--- config.mk ---
export PLATFORM = sky130hd
export DESIGN_NAME = cfg_access_bridge
export DESIGN_NICKNAME = d
export VERILOG_FILES = /design/src/rtl/cfg_access_bridge.sv
export SDC_FILE = /design/constraint.sdc
export NUM_CORES = 1
export LEC_CHECK = 0
export CORE_MARGIN = 2
export CORE_UTILIZATION = 47
export DETAILED_ROUTE_END_ITERATION = 12
export PLACE_DENSITY = 0.82
export SLEW_MARGIN = 40
export SYNTH_ARGS = -nofsm -noshare
export SYNTH_HDL_FRONTEND = slang
export SYNTH_SLANG_ARGS = --single-unit
--- constraint.sdc ---
create_clock -name clk -period 2.37 [get_ports clk]
set_input_delay 0.237 -clock clk [delete_from_list [all_inputs] [get_ports clk]]
set_output_delay 0.237 -clock clk [all_outputs]
set_load 0.05 [all_outputs]
--- src/rtl/cfg_access_bridge.sv ---
module cfg_access_bridge #(
  parameter int ADDR_W = 22,
  parameter logic [ADDR_W-1:0] DATA_BASE = 22'h200000
) (
  input  logic              clk,
  input  logic              rst_n,
  input  logic              host_req,
  input  logic              host_wr,
  input  logic [ADDR_W-1:0] host_addr,
  input  logic [2:0]        host_size,
  input  logic [31:0]       host_wdata,
  output logic [31:0]       host_rdata,
  output logic              host_done,
  output logic              host_busy,
  output logic              dn_valid,
  input  logic              dn_ready,
  output logic              dn_write,
  output logic              dn_type1,
  output logic [7:0]        dn_bus,
  output logic [4:0]        dn_dev,
  output logic [2:0]        dn_func,
  output logic [7:0]        dn_reg,
  output logic [2:0]        dn_size,
  output logic [1:0]        dn_offset,
  output logic [31:0]       dn_wdata,
  input  logic              dn_rsp_valid,
  input  logic [31:0]       dn_rsp_data,
  input  logic              dn_present
);

  typedef enum logic [2:0] {S_IDLE, S_RD_REQ, S_RD_WAIT, S_WR_REQ, S_WR_WAIT} state_t;

  state_t      state;
  logic [31:0] ca_q;
  logic        rmw_q;
  logic [2:0]  size_q;
  logic [1:0]  off_q;
  logic [31:0] hdata_q;
  logic [31:0] wbuf_q;

  logic accept, in_data_win, enabled;
  assign accept      = host_req && (state == S_IDLE);
  assign in_data_win = host_addr >= DATA_BASE;
  assign enabled     = ca_q[7];

  function automatic logic [31:0] bswap(input logic [31:0] v);
    return {v[7:0], v[15:8], v[23:16], v[31:24]};
  endfunction

  function automatic logic [7:0] lane(input logic [31:0] v, input int idx);
    return v[8*(idx & 3) +: 8];
  endfunction

  function automatic logic [31:0] merge(input logic [31:0] old, input logic [31:0] hv,
                                        input logic [2:0] sz, input logic [1:0] off);
    logic [31:0] r;
    int o;
    r = old;
    o = int'(off);
    if (sz == 3'd1) begin
      r[8*o +: 8] = hv[7:0];
    end else if (sz == 3'd2) begin
      r[8*o +: 8] = hv[15:8];
      if (o < 3) r[8*(o+1) +: 8] = hv[7:0];
    end else begin
      r = bswap(hv);
    end
    return r;
  endfunction

  function automatic logic [31:0] format_rd(input logic [31:0] d, input logic [2:0] sz,
                                            input logic [1:0] off);
    int o;
    o = int'(off);
    if (sz == 3'd1)      return {24'h0, lane(d, o)};
    else if (sz == 3'd2) return {16'h0, lane(d, o), lane(d, o + 1)};
    else                 return bswap(d);
  endfunction

  always_ff @(posedge clk or negedge rst_n) begin
    if (!rst_n) begin
      state      <= S_IDLE;
      ca_q       <= '0;
      rmw_q      <= 1'b0;
      size_q     <= 3'd4;
      off_q      <= 2'd0;
      hdata_q    <= '0;
      wbuf_q     <= '0;
      host_rdata <= '0;
      host_done  <= 1'b0;
    end else begin
      host_done <= 1'b0;
      case (state)
        S_IDLE: if (accept) begin
          if (!in_data_win) begin
            if (host_wr) ca_q <= host_wdata;
            else         host_rdata <= ca_q;
            host_done <= 1'b1;
          end else if (!enabled) begin
            if (!host_wr) host_rdata <= '0;
            host_done <= 1'b1;
          end else begin
            size_q  <= host_size;
            off_q   <= host_addr[1:0];
            hdata_q <= host_wdata;
            if (!host_wr) begin
              rmw_q <= 1'b0;
              state <= S_RD_REQ;
            end else if (host_size == 3'd4) begin
              wbuf_q <= bswap(host_wdata);
              state  <= S_WR_REQ;
            end else begin
              rmw_q <= 1'b1;
              state <= S_RD_REQ;
            end
          end
        end
        S_RD_REQ: if (dn_ready) state <= S_RD_WAIT;
        S_RD_WAIT: if (dn_rsp_valid) begin
          if (!rmw_q) begin
            host_rdata <= dn_present ? format_rd(dn_rsp_data, size_q, off_q) : 32'hFFFF_FFFF;
            host_done  <= 1'b1;
            state      <= S_IDLE;
          end else if (!dn_present) begin
            host_done <= 1'b1;
            state     <= S_IDLE;
          end else begin
            wbuf_q <= merge(dn_rsp_data, hdata_q, size_q, off_q);
            state  <= S_WR_REQ;
          end
        end
        S_WR_REQ: if (dn_ready) state <= S_WR_WAIT;
        S_WR_WAIT: if (dn_rsp_valid) begin
          host_done <= 1'b1;
          state     <= S_IDLE;
        end
        default: state <= S_IDLE;
      endcase
    end
  end

  assign host_busy = state != S_IDLE;
  assign dn_valid  = (state == S_RD_REQ) || (state == S_WR_REQ);
  assign dn_write  = state == S_WR_REQ;
  assign dn_bus    = ca_q[15:8];
  assign dn_dev    = ca_q[23:19];
  assign dn_func   = ca_q[18:16];
  assign dn_reg    = {ca_q[31:26], 2'b00};
  assign dn_type1  = |ca_q[15:8];
  assign dn_size   = size_q;
  assign dn_offset = off_q;
  assign dn_wdata  = wbuf_q;

  assert_busy_ignores_host_R10: assert property (@(posedge clk) disable iff (!rst_n)
    (host_busy && host_req) |=> $stable(ca_q));

  assert_req_held_R10: assert property (@(posedge clk) disable iff (!rst_n)
    (dn_valid && !dn_ready) |=> (dn_valid && $stable(dn_write) && $stable(dn_wdata) && $stable(dn_reg)));

  assert_disabled_quiet_R3: assert property (@(posedge clk) disable iff (!rst_n)
    (accept && in_data_win && !enabled) |=> (!host_busy && host_done && !dn_valid &&
                                             ($past(host_wr) || host_rdata == 32'h0)));

  assert_absent_read_R9: assert property (@(posedge clk) disable iff (!rst_n)
    (state == S_RD_WAIT && dn_rsp_valid && !dn_present && !rmw_q) |=>
      (host_done && host_rdata == 32'hFFFF_FFFF));

  assert_absent_no_writeback_R7: assert property (@(posedge clk) disable iff (!rst_n)
    (state == S_RD_WAIT && dn_rsp_valid && !dn_present && rmw_q) |=> (!host_busy && !dn_valid));

endmodule

==> impl_results.md <==
- Status: finished clean
- Number of synthesized flops with an enable pin: 0
- Fmax: 437 MHz
- Post-Synth Simple-Gate Area: 13.8%
- Final WS setup: 83.0 ps
- Met1 Track Usage GR: 41.3%
- Seq/Total Area, Yosys: 38.4%
- XOR/XNOR share of the synthesized area: less than 1%
- Largest net degree at the start of global routing: 52
- Cell with the most instances after synthesis: dfrtp_1
- Die area: 20300 µm²
- CTS root buf: clkbuf_16
- Area share of fa/ha/maj cells after synthesis: less than 1%
- R2R Path Start: dn_offset[0]$_DFFE_PN0P_
- Int Pwr: around 9.5 mW
- GPL Wtd Cong: 0.963
- Vias in the first global route: 8510
- CP Data Required Time: 2130 ps
- RSZ-0062 raised after global routing: no
- Area leader, netlist: dfrtp_1
- Routed len/inst: 23.6 µm
- Met2 Usage GRT: 50.1%
- Worst-Margin Slew: just under 600 ps
- Synth area leaders: dfrtp_1 38%, mux2_2 8.6%, a21oi_1 4.8%
- Tmin final: 2290 ps
- Num rows: 50
- CTS Sinks: 138
- Share of the synthesized area in the top cell type: 38.1%
- R2R Path End: dn_wdata[20]$_DFFE_PN0P_
- Total grt overflow: 0
- R2R Setup Slk: 110 ps
- Routed WL: 31900 µm
- Synth Area in Compound Gates: 27.1%
- Synth Area per Inst: roughly 9.3 µm²
- Global route hottest layer: met2
- H-tree Lvls: 4
- Maximum vdd drop: 741 µV
- Gr usage total: between 30% and 40%
- Vias post-DR: 8858
- Most used DFF post-synth: dfrtp_1
- Clock skew: about 10 ps
- Ports: about 190
- Met3 GRT Util: about 9.3%
- Netlist cell types: 70
- Final nets: between 1k and 1.5k
- Die Height: between 100 and 150 µm
- MaxCap Viol Count: 0
- Leakage: 4.64 nW
- Main combinational cell family by area after synthesis: compound AO/OA/AOI/OAI gates
- Die W: 142 µm
- Syn Inst Count: 967
- Worst-path clk slew: 60 ps
- Reg2reg path depth: 8
- Min-Delay Path Class: input pin to asynchronous set/reset pin
- Sw frac: 50.6%
- CTS Buffer Depth: 2
- DP HPWL: 22600 µm
- Starting density of the core: approximately 48%
- Startpoint types: flip-flop
- Sequential Power Share: 25.4%
- CTS tree: done
- Final setup viols: 0
- First-pass GRT wire length: 49000 µm
- Share of cells above drive strength 1: roughly a fifth
- NetSw: 9.67 mW
- Core footprint: 18800 µm²
- Critical Path AT: between 2000 and 2500 ps
- Post-synthesis mux area share: 11.6%
- Critical Path Fanout Max: 11
- FFs w/ async S/R, synth: 100%
- Vias per Instance: 6.56
- Clk pwr share: 13.8%
- Setup WS pre-CTS: 19.9 ps
- Total power draw: 19.1 mW
- Min Hold Slack: 314 ps
- Critical path class: flip-flop to primary output
- Mapped Area: 8990 µm²
- #FFs+latches synth: 138
- Worst skew pair latency: 430 ps
- DRT Pass-1 Iters: 5
- Layout area overhead: 29.1%
- Tcrit/Tclk final: 96.5%
- # DRC: 0
- Slew margin rel.: 60.3%
- CTS Buf Count: 17
- Critical Path End Type: primary output
- Routed Antenna Nets: 0
- Pwr per Cell Area: roughly 1600 nW/µm²
- Comb power frac: 60.8%
- Commonest cells post-synth: 137 x dfrtp_1, 92 x nor2_1, 86 x a21oi_1, 69 x mux2_2, 64 x nand2_1
- Max Slew Vio Count: 0
- Starting DRT DRC Count: 1252
- Final hold violation count: 0
- I/O Buffers: between 150 and 200
- Yosys warning count: 0
- Initial antenna violation count: 2
area by class of cell:
type | count | area, µm²
Multi-Input combinational cell | 699 | 4960
Timing Repair Buffer | 234 | 2280
Clock buffer | 20 | 447
Fill cell | 1526 | 7160
Clock inverter | 11 | 124
Sequential cell | 138 | 3460
Antenna cell | 3 | 7.51
Tap cell | 234 | 293
Inverter | 11 | 43.8
worst max path at each step:
stage	startpoint	to	slack, ps	cells past startpoint
floorplan	dn_offset[0]$_DFFE_PN0P_	dn_wdata[11]$_DFFE_PN0P_	-10	12
global placement	host_size[2]	dn_wdata[8]$_DFFE_PN0P_	70	8
detailed placement	host_size[2]	dn_wdata[8]$_DFFE_PN0P_	20	8
CTS	dn_offset[1]$_DFFE_PN0P_	host_rdata[5]$_DFFE_PN0P_	50	8
global route	state[0]$_DFFE_PN0P_	dn_valid	7	2
finish	state[0]$_DFFE_PN0P_	dn_valid	80	2
power by group through the flow:
stage | clock [mW] | combinational [mW] | sequential, mW
floorplan | 0 | 6.56 | 6.21
global placement | 0 | 11.1 | 4.77
detailed placement | 0 | 11.3 | 4.82
CTS | 2.67 | 11.4 | 4.79
global route | 2.78 | 12.3 | 4.97
finish | 2.64 | 11.6 | 4.85
worst max-delay path, cell delays in order (launching register included):
cell             delay [ps]
dfrtp_1                 560
nor2b_1                 230
clkdlybuf4s50_1         830
registers in the layout, indices dropped and copies added, names as in the netlist:
register / cells
ca_q: 32
dn_wdata: 32
hdata_q: 32
host_rdata: 32
dn_size: 3
state: 3
dn_offset: 2
host_done: 1
rmw_q: 1
layer usage:
metal | vias to the layer above | wire length (µm) | part of all wire [%]
li1 | 3892 | - | -
met1 | 4297 | 12400 | 39
met2 | 570 | 14700 | 46
met3 | 99 | 3630 | 11
met4 | 0 | 1190 | 3.7
met5 | - | 0 | 0
metrics by stage:
| stage | cells | utilization [%] | cell area [µm²] | TNS [ps] |
|---|---|---|---|---|
| finish | 1350 | 61.8 | 11600 | 0 |
| global route | 1347 | 61.8 | 11600 | 0 |
| CTS | 1345 | 61.5 | 11500 | 0 |
| detailed placement | 1313 | 58.4 | 11000 | 0 |
| global placement | 1313 | 58.4 | 11000 | 0 |
| floorplan | 968 | - | 9090 | -9.63 |
timing repair:
action,CTS,global route
pin swaps,0,2
buffers inserted,0,2
setup endpoints to repair,1,19
endpoints found under the hold margin,40,0
gates resized for setup,1,14
hold buffers,1,0
layout by cell type, fill, tap and decap left out, types with 6 or more instances in the layout:
cell               n
clkbuf_16         17
nand3_1           18
o31ai_1           13
o21bai_1          15
a22o_1             9
inv_1              7
a22oi_1           15
nor2b_1           25
mux4_2             8
a31oi_1           34
a221oi_1          23
a21o_1             8
dfrtp_1          135
a211oi_1          15
nand2_1           63
o311ai_0           6
nor3_1             9
a311oi_1          18
a221oi_2           8
mux2i_1            9
o311ai_1          10
o21ai_0           47
a21oi_1           86
buf_12             7
mux2_2            69
nor2_1            91
buf_4             55
clkdlybuf4s50_1  167
logic make-up after synthesis:
group,count (synthesis)
AOI/OAI and AO/OA,350
xor gates and xnor gates,1
adders and majority gates,7
buffers and inverters,131
DFF,138
muxes,86
other,1
and+or+nand+nor,253
Power figures use the tool's default switching activity.
